==> src/rtl/gpio_port_pkg.sv <==
package gpio_port_pkg;

    localparam int ADDR_W = 3;

    typedef enum logic [ADDR_W-1:0] {
        SEL_DATA = 3'd0,
        SEL_DIR  = 3'd1,
        SEL_POL  = 3'd2,
        SEL_IEN  = 3'd3,
        SEL_PEND = 3'd4
    } reg_sel_e;

endpackage

==> src/rtl/gpio_insync.sv <==
module gpio_insync #(
    parameter int W      = 8,
    parameter int STAGES = 2
) (
    input  logic         clk,
    input  logic         rst_n,
    input  logic [W-1:0] raw_in,
    output logic [W-1:0] level
);
    logic [STAGES-1:0][W-1:0] chain_d, chain_q;

    always_comb begin
        chain_d[0] = raw_in;
        for (int s = 1; s < STAGES; s++) begin
            chain_d[s] = chain_q[s-1];
        end
    end

    always_ff @(posedge clk or negedge rst_n) begin
        if (!rst_n) chain_q <= '0;
        else        chain_q <= chain_d;
    end

    assign level = chain_q[STAGES-1];
endmodule

==> src/rtl/gpio_edgedet.sv <==
module gpio_edgedet #(
    parameter int W = 8
) (
    input  logic         clk,
    input  logic         rst_n,
    input  logic [W-1:0] level,
    input  logic [W-1:0] rise_sel,
    output logic [W-1:0] hit
);
    logic [W-1:0] prev_d, prev_q;

    always_comb prev_d = level;

    always_ff @(posedge clk or negedge rst_n) begin
        if (!rst_n) prev_q <= '0;
        else        prev_q <= prev_d;
    end

    for (genvar i = 0; i < W; i++) begin : g_line
        assign hit[i] = rise_sel[i] ? (level[i] & ~prev_q[i])
                                    : (~level[i] & prev_q[i]);
    end
endmodule

==> src/rtl/gpio_port.sv <==
module gpio_port
    import gpio_port_pkg::*;
#(
    parameter int W      = 8,
    parameter int STAGES = 2
) (
    input  logic              clk,
    input  logic              rst_n,
    input  logic [ADDR_W-1:0] bus_addr,
    input  logic              bus_wr,
    input  logic [W-1:0]      bus_wdata,
    output logic [W-1:0]      bus_rdata,
    input  logic [W-1:0]      pin_in,
    output logic [W-1:0]      pin_out,
    output logic [W-1:0]      pin_oe,
    output logic              irq
);
    typedef struct packed {
        logic [W-1:0] data;
        logic [W-1:0] dir;
        logic [W-1:0] pol;
        logic [W-1:0] ien;
        logic [W-1:0] pend;
    } port_state_t;

    port_state_t  st_d, st_q;
    logic [W-1:0] pin_level;
    logic [W-1:0] line_hit;
    logic [W-1:0] clr_mask;

    gpio_insync #(.W(W), .STAGES(STAGES)) u_sync (
        .clk    (clk),
        .rst_n  (rst_n),
        .raw_in (pin_in),
        .level  (pin_level)
    );

    gpio_edgedet #(.W(W)) u_edge (
        .clk      (clk),
        .rst_n    (rst_n),
        .level    (pin_level),
        .rise_sel (st_q.pol),
        .hit      (line_hit)
    );

    always_comb begin
        st_d     = st_q;
        clr_mask = '0;
        if (bus_wr) begin
            case (bus_addr)
                SEL_DATA: st_d.data = bus_wdata;
                SEL_DIR:  st_d.dir  = bus_wdata;
                SEL_POL:  st_d.pol  = bus_wdata;
                SEL_IEN:  st_d.ien  = bus_wdata;
                SEL_PEND: clr_mask  = bus_wdata;
                default:  ;
            endcase
        end
        // a fresh qualifying edge outranks a simultaneous clear
        st_d.pend = (st_q.pend & ~clr_mask) | (line_hit & st_q.ien);
    end

    always_ff @(posedge clk or negedge rst_n) begin
        if (!rst_n) st_q <= '0;
        else        st_q <= st_d;
    end

    always_comb begin
        case (bus_addr)
            SEL_DATA: bus_rdata = (st_q.data & st_q.dir) | (pin_level & ~st_q.dir);
            SEL_DIR:  bus_rdata = st_q.dir;
            SEL_POL:  bus_rdata = st_q.pol;
            SEL_IEN:  bus_rdata = st_q.ien;
            SEL_PEND: bus_rdata = st_q.pend;
            default:  bus_rdata = '0;
        endcase
    end

    assign pin_out = st_q.data;
    assign pin_oe  = st_q.dir;
    assign irq     = |(st_q.pend & st_q.ien);
endmodule

==> config.mk <==
export PLATFORM = sky130hd
export DESIGN_NAME = gpio_port
export DESIGN_NICKNAME = d
export VERILOG_FILES = /design/src/rtl/gpio_port_pkg.sv /design/src/rtl/gpio_insync.sv /design/src/rtl/gpio_edgedet.sv /design/src/rtl/gpio_port.sv
export SDC_FILE = /design/constraint.sdc
export NUM_CORES = 1
export LEC_CHECK = 0
export CAP_MARGIN = 5
export CELL_PAD_IN_SITES_DETAIL_PLACEMENT = 1
export CELL_PAD_IN_SITES_GLOBAL_PLACEMENT = 1
export CORE_UTILIZATION = 45
export CTS_CLUSTER_DIAMETER = 60
export DETAILED_ROUTE_END_ITERATION = 16
export DONT_BUFFER_PORTS = 1
export GPL_ROUTABILITY_DRIVEN = 0
export HOLD_SLACK_MARGIN = 0.03
export PLACE_DENSITY_LB_ADDON = 0.2
export SLEW_MARGIN = 40
export SYNTH_ARGS = -nofsm -noshare
export SYNTH_HDL_FRONTEND = slang
export SYNTH_SLANG_ARGS = --single-unit
==> constraint.sdc <==
create_clock -name clk -period 3.9 [get_ports clk]
set_input_delay 0.78 -clock clk [delete_from_list [all_inputs] [get_ports clk]]
set_output_delay 0.78 -clock clk [all_outputs]
set_load 0.01 [all_outputs]
==> results.md, run 1 <==
* Initial Utilization at 47.2%
* Area leader, netlist: dfrtp_1
* Initial antenna violation count at 0
* Peak supply drop at 257 µV
* Die Area at 0.00656 mm²
* Synthesis-stage register bit count at 64
* WL final at 6510 µm
* Syn_area_per_cell at 13.3 µm²
* Largest net degree at the start of global routing at 65
* Boundary pin count at 47
* Worst path slowest cell: nor2b_2
* Synth Instances at 211
* Initial DRC count at 118
* Pwr per Cell Area at 615 mW/mm²
* Fin Setup TNS at 0 ns
* Number of max-cap violations at 0
* CP delay by family, top: simple AND/OR/NAND/NOR gates
* Antenna Nets Post-Route at 0
* Max-slew headroom at 46.6%
* Clk buf depth at 2
* Skew final at 0.00629 ns
* Required time worst endpoint at 3.12 ns
* Post-CTS Setup Inserts at 0
* # clock sinks at 64
* Hold buffers post-CTS at 0
* Slew Limit Fails at 0
* CP Data Arrival Time at 1.98 ns
* Synth warnings at 0
* Fraction of layout cells with a size suffix above 1 at 28.4%
* Total power at 1.85 mW
* Core area at 0.00596 mm²
* Die Wd at 81.0 µm
* Sequential fraction of the synthesis area at 57.0%
* P&R area growth vs syn at 7.22%
* GRT Util Overall at 21.6%
* Max Freq at 363 MHz
* H-Tree Depth at 3
* Grt total ovfl at 0
* Leakage Power at 1.26 nW
* Clock-pin slew on the worst setup and hold paths at 0.07 ns
* CTS Buf Count at 9
* Placement Cell Area at 0.00275 mm²
* DRT Pass-1 Iters at 4
* # DRC at 0
* Post-cts resize count at 0
* Setup ws final at 1.14 ns
* # rows at 28
* CP max stage delay at 0.64 ns
* Chip Height at 81.0 µm
* Leading cell type in the layout, fill and taps excluded: dfrtp_1
* Multi-input logic area at 0.00104 mm²
* PortBufs at 0
* CP startpoint kind: input pin
* CP max FO at 15
* Setup violators final at 0
* Register-to-register setup slack at 2.92 ns
* Setup crit end kind: output port
* Vias per inst at 6.27
* Core Util, Final at 50.6%
* DR WL/cell at 23.3 µm
* DP Worst Slack at 1.09 ns
* Tcrit/Tclk final at 70.7%
* Global-route wire length before repair at 10000 µm
* Root Driver: clkbuf_8
* Hold Path Class: input pin to asynchronous set/reset pin
* Critical path cell sequence: nor2b_2 > a22oi_1 > o221ai_1
* Worst slew pin tran at 0.798 ns
* Final HPWL DP at 4310 µm
* Synth area leaders: dfrtp_1 57%, mux2_2 13%, buf_4 4.8%
* Post-route minimum period at 2.76 ns
* Vias in the first global route at 1930
* Most frequent cells in the layout: 64 x dfrtp_1, 33 x mux2_2, 18 x nand2_1, 11 x a22oi_1, 11 x clkbuf_8
* Fill count at 609
* Post-synthesis cell type count at 26
* Post-Syn Nets at 233
* Run status: finished clean
* Clock Latency Late Sink at 0.33 ns
* Worst setup path class: input pin to output port
* Post-route cell area at 0.00301 mm²
* CTS tree: yes
* Routed vias at 1748
* Post-synth top area share at 57.0%
* Register area at 0.00160 mm²
* Buf/Inv on CP at 0
* Final #Nets at 221
* N_diodes at 0
* Post-Syn Area at 0.00281 mm²
* Final hold viol count at 0
* RSZ-0062 raised after global routing: no
-- cells by family (layout without fill, tap and decap cells) --
family / Yosys count / in the layout / synth area share, %
flops: 64 / 64 / 57.0
compound gates: 44 / 44 / 12.4
mux: 41 / 41 / 16.1
simple gates: 36 / 36 / 8.20
buf+inv: 26 / 19 / 6.33
-- cell usage after synthesis --
cell / count
nand4b_2: 1
a22oi_1: 11
nand4_1: 1
nor4b_4: 1
mux2i_1: 8
or3_1: 1
mux2_2: 33
dfrtp_1: 64
and2b_1: 1
o221ai_1: 7
nand2_1: 18
o21ai_0: 1
buf_4: 18
clkbuf_1: 3
a32oi_1: 7
a22o_1: 8
buf_2: 4
nor2b_2: 1
and4bb_2: 1
nor4bb_1: 2
o22ai_1: 8
a2bb2oi_1: 1
nor3b_2: 1
o22a_1: 1
nand2b_1: 8
buf_6: 1
-- where the power goes --
| group | internal (mW) | switching, mW |
|---|---|---|
| clock | 0.458 | 0.253 |
| combinational | 0.137 | 0.0909 |
| sequential | 0.777 | 0.135 |
| total | 1.37 | 0.478 |
-- area by class of cell --
| cell class | count | share of cell area [%] |
|---|---|---|
| sequential | 64 | 53.2 |
| multi-input combinational | 121 | 34.4 |
| clock buffer | 11 | 5.03 |
| clock inverter | 5 | 3.41 |
| tap | 75 | 3.12 |
| timing repair buffer | 3 | 0.872 |
-- final timing paths --
check | depth (start not counted) | from | endpoint
worst min-delay path | 0 | rst_n | pin_oe[5]
min in group clk | 0 | u_sync.chain_d[9] | u_sync.level[1]
worst max register to register | 3 | st_q[18] | st_q[2]
worst min register to register | 0 | u_sync.chain_d[9] | u_sync.level[1]
max in group asynchronous | 0 | rst_n | pin_oe[3]
worst max-delay path | 3 | bus_addr[0] | bus_rdata[4]
-- metal layers --
metal | global-route usage (%) | vias up | wire length [µm]
met3 | 5.84 | 18 | 360
met2 | 34.8 | 60 | 3250
met4 | 13.0 | 0 | 184
li1 | - | 751 | -
met1 | 25.9 | 919 | 2710
met5 | 0 | - | 0
-- metrics by stage --
step                      std cells  hold slack (ns)
after detailed placement        262            0.336
after floorplan                 211            0.331
after CTS                       278            0.122
final                           279            0.135
after global placement          262            0.333
after global routing            279            0.113
-- registers in the layout (all words and copies together), names as in the netlist --
name,flops
pin_oe,8
u_sync.chain_d,8
pin_out,8
u_sync.level,8
u_edge.prev_q,8
st_q,24
Note: power is estimated with default switching activity, not from simulation.
==> run 2: changes to the inputs <==
--- a/config.mk
+++ b/config.mk
@@ -5,10 +5,11 @@
 export SDC_FILE = /design/constraint.sdc
 export NUM_CORES = 1
 export LEC_CHECK = 0
+export ABC_AREA = 1
 export CAP_MARGIN = 5
 export CELL_PAD_IN_SITES_DETAIL_PLACEMENT = 1
 export CELL_PAD_IN_SITES_GLOBAL_PLACEMENT = 1
-export CORE_UTILIZATION = 45
+export CORE_UTILIZATION = 42
 export CTS_CLUSTER_DIAMETER = 60
 export DETAILED_ROUTE_END_ITERATION = 16
 export DONT_BUFFER_PORTS = 1
==> constraint.sdc (replaced) <==
create_clock -name clk -period 2.35 [get_ports clk]
set_input_delay 0.47 -clock clk [delete_from_list [all_inputs] [get_ports clk]]
set_output_delay 0.47 -clock clk [all_outputs]
set_load 0.01 [all_outputs]
==> run 2 against run 1 <==
Against the previous run:
- combinational power up 70%
- non-clock buffer count up 1
- first-iteration DRC count up 27%
- via count up 33%
- final cell count up 57%
- critical endpoint is now bus_rdata[5]
==> results.md, run 2 <==
* Hold endpoint: u_sync.chain_d[9]
* Pwr per Cell Area at 867 mW/mm² (was 615 mW/mm²)
* H-Tree Depth at 3 (unchanged)
* CTS tree: yes (unchanged)
* Post-synthesis cell type count at 22 (was 26)
* CTS Buf Count at 9 (unchanged)
* Finished Layout Cells at 438 (was 279)
* Switch share at 30.9% (was 25.8%)
* Met3 Track Usage GR at 5.14% (was 5.84%)
* Syn_area_per_cell at 8.65 µm² (was 13.3 µm²)
* Leakage Power at 1.51 nW (was 1.26 nW)
* Area leader, netlist: dfrtp_1 (unchanged)
* Tcrit/Tclk final at 78.9%
* Leading cell type in the layout, fill and taps excluded: nand2_1 (was dfrtp_1)
* Number of max-cap violations at 0 (unchanged)
* R2r endpoint: st_q[4] (was st_q[2])
* Worst slew pin tran at 0.426 ns (was 0.798 ns)
* Hold Path Class: input pin to flip-flop (was input pin to asynchronous set/reset pin)
* # DRC at 0 (unchanged)
* Final hold viol count at 0 (unchanged)
* Root Driver: clkbuf_8 (unchanged)
* Register area at 0.00160 mm² (unchanged)
* Die Area at 0.00753 mm² (was 0.00656 mm²)
* CP startpoint kind: flip-flop (was input pin)
* Required time worst endpoint at 1.88 ns (was 3.12 ns)
* DRT Pass-1 Iters at 4 (unchanged)
* Fraction of layout cells with a size suffix above 1 at 11.4% (was 28.4%)
* Vias per inst at 5.32 (was 6.27)
* DR WL/cell at 17.3 µm (was 23.3 µm)
* DP Worst Slack at 0.698 ns (was 1.09 ns)
* Final #Nets at 359 (was 221)
* Max reg flops at 24 (unchanged)
* Peak supply drop at 328 µV (was 257 µV)
* Multi-input logic area at 0.00114 mm² (was 0.00104 mm²)
* N_diodes at 0 (unchanged)
* Critical path cell sequence: o21ai_0 > nand2_1 > nand2_1 > inv_1 > nand2_1 (was nor2b_2 > a22oi_1 > o221ai_1)
* Synthesis-stage register bit count at 64 (unchanged)
* Clk buf depth at 2 (unchanged)
* Synth Instances at 349 (was 211)
* Setup violators final at 0 (unchanged)
* Run status: finished clean (unchanged)
* Die Wd at 86.8 µm (was 81.0 µm)
* Initial Utilization at 44.0% (was 47.2%)
* Grt total ovfl at 0 (unchanged)
* Skew final at 0.00421 ns (was 0.00629 ns)
* Synth warnings at 0 (unchanged)
* Post-route cell area at 0.00318 mm² (was 0.00301 mm²)
* GRT busiest layer: met2 (unchanged)
* Top_reg_cell synth: dfrtp_1 (unchanged)
* Critical hold path startpoint: pin_in[1]
* CP max stage delay at 0.47 ns (was 0.64 ns)
* CP Data Arrival Time at 1.39 ns (was 1.98 ns)
* List of most frequent post-synthesis cells: 127 x nand2_1, 64 x dfrtp_1, 32 x o21ai_1 (was 64 x dfrtp_1, 33 x mux2_2, 18 x buf_4, 18 x nand2_1, 11 x a22oi_1)
* Critical Path Most Common Cell: nand2_1
* GRT Util Overall at 22.2% (was 21.6%)
* Most frequent cell after synthesis: nand2_1 (was dfrtp_1)
* Boundary pin count at 47 (unchanged)
* Worst path slowest cell: dfrtp_1 (was nor2b_2)
* Largest Register: st_q (unchanged)
* Combinational share of power at 14.1% (was 12.3%)
* Post-CTS Setup Inserts at 0 (unchanged)
* Vias in the first global route at 2266 (was 1930)
* Post-synth EDFFs at 0 (unchanged)
* Largest net degree at the start of global routing at 65 (unchanged)
* Initial antenna violation count at 0 (unchanged)
* Worst R2R Start: st_q[20] (was st_q[18])
* Chip Height at 86.8 µm (was 81.0 µm)
* Most frequent cells in the layout: 127 x nand2_1, 64 x dfrtp_1, 32 x o21ai_1, 25 x nand4_1, 18 x inv_1 (was 64 x dfrtp_1, 33 x mux2_2, 18 x nand2_1, 11 x a22oi_1, 11 x clkbuf_8)
* Post-synth top area share at 53.0% (was 57.0%)
* Post-Syn Nets at 371 (was 233)
* Post-route minimum period at 1.86 ns
* Core area at 0.00687 mm² (was 0.00596 mm²)
* PortBufs at 0 (unchanged)
* Max-slew headroom at 71.6% (was 46.6%)
* Hold path depth at 0
* WL final at 7600 µm (was 6510 µm)
* Clock-pin slew on the worst setup and hold paths at 0.07 ns (about the same)
* Synth area leaders: dfrtp_1 53%, nand2_1 16%, o21ai_1 5.3% (was dfrtp_1 57%, mux2_2 13%, buf_4 4.8%)
* Core Util, Final at 46.3% (was 50.6%)
* # rows at 30 (was 28)
* P&R area growth vs syn at 5.34% (was 7.22%)
* Sequential share of power at 53.3% (was 49.2%)
* Setup crit end kind: output port (unchanged)
* M1 GR Usage at 31.5% (was 25.9%)
* Register-to-register setup slack at 1.49 ns (was 2.92 ns)
* Fill count at 835 (was 609)
* Inst Count DP at 420 (was 262)
* Worst R2R Path Depth at 4 (was 3)
* Setup ws final at 0.495 ns (was 1.14 ns)
* Max Freq at 539 MHz
* CP max FO at 5 (was 15)
* Slew Limit Fails at 0 (unchanged)
* RSZ-0062 raised after global routing: no (unchanged)
* Final HPWL DP at 5130 µm (was 4310 µm)
* Total power at 2.76 mW (was 1.85 mW)
* Clock Latency Late Sink at 0.34 ns (was 0.33 ns)
* Fin Setup TNS at 0 ns (unchanged)
* Routed vias at 2332 (was 1748)
* Sw power at 0.852 mW (was 0.478 mW)
* Initial DRC count at 150 (was 118)
* Clk pwr share at 32.7% (was 38.4%)
* Global-route wire length before repair at 12200 µm (was 10000 µm)
* Sequential fraction of the synthesis area at 53.0% (was 57.0%)
* Post-Syn Area at 0.00302 mm² (was 0.00281 mm²)
* Placement Cell Area at 0.00296 mm² (was 0.00275 mm²)
* Antenna Nets Post-Route at 0 (unchanged)
* Ys async rst share at 100% (unchanged)
* # clock sinks at 64 (unchanged)
* Worst setup path class: flip-flop to output port (was input pin to output port)
* Hold_ws at 0.154 ns (was 0.135 ns)
* Met2 usage at 32.9% (was 34.8%)
* Internal power at 1.91 mW (was 1.37 mW)
run 2: changes by cell type after synthesis, moves of 9 or more:
| cell | before | now |
|---|---|---|
| nand2_1 | 18 | 127 |
| mux2_2 | 33 | 0 |
| o21ai_1 | 0 | 32 |
| nand4_1 | 1 | 25 |
| inv_1 | 0 | 18 |
| a22oi_1 | 11 | 0 |
| nor2_1 | 0 | 9 |
run 2: worst max-delay path: cells and delay by family (launching register included):
kind | cells | cell delay, ns
buffers and inverters | 1 | 0.04
AND/OR/NAND/NOR | 3 | 0.28
AO/OA/AOI/OAI | 1 | 0.26
flip-flops | 1 | 0.47
run 2: worst max-delay path by stage:
stage              endpoint  slack (ns)  cells past startpoint         from
5_1_grt        bus_rdata[5]        0.34                      5    pin_oe[5]
4_1_cts        bus_rdata[5]        0.46                      5    pin_oe[5]
3_5_place_dp   bus_rdata[3]        0.70                      4  bus_addr[1]
6_report       bus_rdata[5]        0.49                      5    pin_oe[5]
3_3_place_gp   bus_rdata[5]        0.70                      5    pin_oe[5]
2_1_floorplan  bus_rdata[4]        0.69                      7  bus_addr[2]
run 2: cell type report:
class                      count  share of cell area (%)
clock buffer                  12                    4.25
inverter                      22                    2.60
multi-input combinational    236                    36.0
clock inverter                 4                    1.42
sequential                    64                    50.3
timing repair buffer           4                    1.65
tap                           96                    3.78
run 2: per-layer routing:
| metal | share of wire (%) | vias to the layer above |
|---|---|---|
| met4 | 1.7 | 0 |
| met3 | 4.9 | 12 |
| met2 | 46 | 56 |
| li1 | - | 1115 |
| met5 | 0 | - |
| met1 | 47 | 1149 |
run 2: what timing repair did:
item / 4_1_cts / 5_1_grt
gates resized for setup: 0 / 0
hold buffers: 2 / 0
endpoints found under the hold margin: 64 / 0
run 2: logic make-up (layout without fill, tap and decap cells):
kind of cell,Yosys count,in the layout,synth area share (%)
AO/OA/AOI/OAI,56,56,10.6
flip-flops,64,64,53.0
buffers and inverters,49,42,9.07
AND/OR/NAND/NOR,180,180,27.3
run 2: power by group through the flow:
stage | sequential [mW] | combinational, mW | clock [mW]
floorplan | 1.40 | 0.414 | 0
CTS | 1.47 | 0.398 | 0.925
detailed placement | 1.49 | 0.366 | 0
finish | 1.47 | 0.388 | 0.902
global route | 1.50 | 0.453 | 0.977
global placement | 1.49 | 0.349 | 0
==> run 3: changes to the inputs <==
--- a/config.mk
+++ b/config.mk
@@ -9,7 +9,7 @@
 export CAP_MARGIN = 5
 export CELL_PAD_IN_SITES_DETAIL_PLACEMENT = 1
 export CELL_PAD_IN_SITES_GLOBAL_PLACEMENT = 1
-export CORE_UTILIZATION = 42
+export CORE_UTILIZATION = 45
 export CTS_CLUSTER_DIAMETER = 60
 export DETAILED_ROUTE_END_ITERATION = 16
 export DONT_BUFFER_PORTS = 1
==> constraint.sdc (replaced) <==
create_clock -name clk -period 1.73 [get_ports clk]
set_input_delay 0.346 -clock clk [delete_from_list [all_inputs] [get_ports clk]]
set_output_delay 0.346 -clock clk [all_outputs]
set_load 0.01 [all_outputs]
==> run 3 against run 2 <==
Against the previous run:
- the run now ends with design-rule violations, negative hold slack left
- clock-buffer cell count increased by 1
- clock power grew 45%
- critical endpoint is now irq
- flip-flop and latch count did not move
- combinational power grew 33%
- global-route usage increased by 2.6 points
- via count grew 3.0%
- sequential share of layout area down 0.63 points
- cell area rose by 1.3%
- register-to-register slack lost 0.64 ns
- sequential power is 35% higher
==> results.md, run 3 (same netlist as run 2, synthesis figures left out) <==
* RSZ-0062 raised after global routing: no (unchanged)
* Peak supply drop at 479 µV (was 328 µV)
* Run status: complete, but fails checks (was finished clean)
* Register-to-register setup slack at 0.85 ns (was 1.49 ns)
* Die Area at 0.00704 mm² (was 0.00753 mm²)
* Inst Count DP at 401 (was 420)
* Grt total ovfl at 0 (unchanged)
* Clock Latency Late Sink at 0.35 ns (was 0.34 ns)
* Boundary pin count at 47 (unchanged)
* Worst slew pin tran at 0.455 ns (was 0.426 ns)
* GRT Util Overall at 24.8% (was 22.2%)
* Initial Utilization at 47.0% (was 44.0%)
* Slew Limit Fails at 0 (unchanged)
* Worst R2R Path Depth at 5 (was 4)
* WL final at 7730 µm (was 7600 µm)
* Antenna Nets Post-Route at 0 (unchanged)
* Post-route minimum period at 1.65 ns
* CTS tree: yes (unchanged)
* Initial antenna violation count at 0 (unchanged)
* CP Data Arrival Time at 1.30 ns (was 1.39 ns)
* N_diodes at 0 (unchanged)
* Finished Layout Cells at 425 (was 438)
* Setup crit end kind: output port (unchanged)
* Vias in the first global route at 2595 (was 2266)
* # DRC at 4 (was 0)
* Worst path slowest cell: dfrtp_1 (unchanged)
* Setup violators final at 0 (unchanged)
* Clk buf depth at 2 (unchanged)
* Hold_ws at -0.311 ns (was 0.154 ns)
* Fill count at 776 (was 835)
* Initial DRC count at 119 (was 150)
* Hold buffers post-CTS at 8 (was 2)
* DRT Pass-1 Iters at 11 (was 4)
* Final #Nets at 365 (was 359)
* Failing checks: design-rule violations, negative hold slack
* Max reg flops at 24 (unchanged)
* Chip Height at 83.9 µm (was 86.8 µm)
* # clock sinks at 64 (unchanged)
* Required time worst endpoint at 1.38 ns (was 1.88 ns)
* P&R area growth vs syn at 6.75% (was 5.34%)
* # rows at 29 (was 30)
* Root Driver: clkbuf_8 (unchanged)
* Skew final at 0.00508 ns (was 0.00421 ns)
* Largest net degree at the start of global routing at 65 (unchanged)
* Leakage Power at 1.54 nW (was 1.51 nW)
* PortBufs at 0 (unchanged)
* Routed vias at 2403 (was 2332)
* Number of max-cap violations at 0 (unchanged)
* Max-slew headroom at 69.6% (was 71.6%)
* CP max FO at 4 (was 5)
* Post-CTS Setup Inserts at 0 (unchanged)
* Hold Path Class: input pin to asynchronous set/reset pin (was input pin to flip-flop)
* CTS Buf Count at 9 (unchanged)
* CP max stage delay at 0.42 ns (was 0.47 ns)
* Max Freq at 607 MHz
* Pwr per Cell Area at 1180 mW/mm² (was 867 mW/mm²)
* DR WL/cell at 18.2 µm (was 17.3 µm)
* Global-route wire length before repair at 13200 µm (was 12200 µm)
* Vias per inst at 5.65 (was 5.32)
* Worst setup path class: flip-flop to output port (unchanged)
* Most frequent cells in the layout: 127 x nand2_1, 63 x dfrtp_1, 32 x o21ai_1, 25 x nand4_1, 18 x inv_1 (was 127 x nand2_1, 64 x dfrtp_1, 32 x o21ai_1, 25 x nand4_1, 18 x inv_1)
* Tcrit/Tclk final at 95.2%
* Final hold viol count at 64 (was 0)
* Leading cell type in the layout, fill and taps excluded: nand2_1 (unchanged)
* CP startpoint kind: flip-flop (unchanged)
* Largest Register: st_q (unchanged)
* Final HPWL DP at 5090 µm (was 5130 µm)
* Clock-pin slew on the worst setup and hold paths at 0.07 ns (about the same)
* Core area at 0.00642 mm² (was 0.00687 mm²)
* Critical path cell sequence: nand2_1 > nand4_1 > or2_2 (was o21ai_0 > nand2_1 > nand2_1 > inv_1 > nand2_1)
* Fraction of layout cells with a size suffix above 1 at 11.8% (was 11.4%)
* Fin Setup TNS at 0 ns (unchanged)
* Die Wd at 83.9 µm (was 86.8 µm)
* H-Tree Depth at 3 (unchanged)
-- run 3: routing by layer --
| layer | wire length (µm) | track usage [%] |
|---|---|---|
| met1 | 3530 | 33.1 |
| met2 | 3710 | 38.9 |
| met3 | 432 | 7.91 |
| met4 | 64 | 7.21 |
| met5 | 0 | 0 |
-- run 3: area by class of cell --
class | instances | area (µm²) | share of cell area, %
inverter | 22 | 82.6 | 2.56
tap | 77 | 96.3 | 2.99
timing repair buffer | 10 | 95.1 | 2.95
sequential | 64 | 1600 | 49.7
clock buffer | 13 | 159 | 4.93
multi-input combinational | 236 | 1150 | 35.6
clock inverter | 3 | 40.0 | 1.24
-- run 3: through the flow --
step	instance area [µm²]	setup WS (ns)	power [mW]	util [%]
final	3220	0.0833	3.82	50.2
after global routing	3220	0.0152	4.02	50.2
after CTS	3220	0.0252	3.85	50.1
after detailed placement	2940	0.296	2.52	45.8
after global placement	2940	0.250	2.49	45.8
after floorplan	3020	0.315	2.47	-
-- run 3: report_power, final --
| group | internal [mW] | leakage, nW | switching (mW) |
|---|---|---|---|
| logic | 0.212 | 0.671 | 0.304 |
| clock network | 0.741 | 0.103 | 0.570 |
| registers | 1.73 | 0.765 | 0.268 |
| total | 2.68 | 1.54 | 1.14 |
-- run 3: critical path: cells and delay by family (launching register included) --
family | cells | cell delay (ns)
flops | 1 | 0.42
simple gates | 3 | 0.54
-- run 3: final timing paths --
path | start | end
worst max-delay path | st_q[12] | irq
worst min-delay path | rst_n | u_edge.prev_q[3]
worst max register to register | u_sync.level[1] | st_q[1]
worst min register to register | u_sync.chain_d[11] | u_sync.level[3]
max in group asynchronous | rst_n | pin_oe[5]
min in group clk | bus_wdata[4] | st_q[12]
-- run 3: what timing repair did --
item / in CTS / in global routing
resized for setup: 1 / 2
endpoints found under the hold margin: 72 / 64
setup endpoints to repair: 1 / 1
gates cloned: 0 / 0
pin swaps: 0 / 0
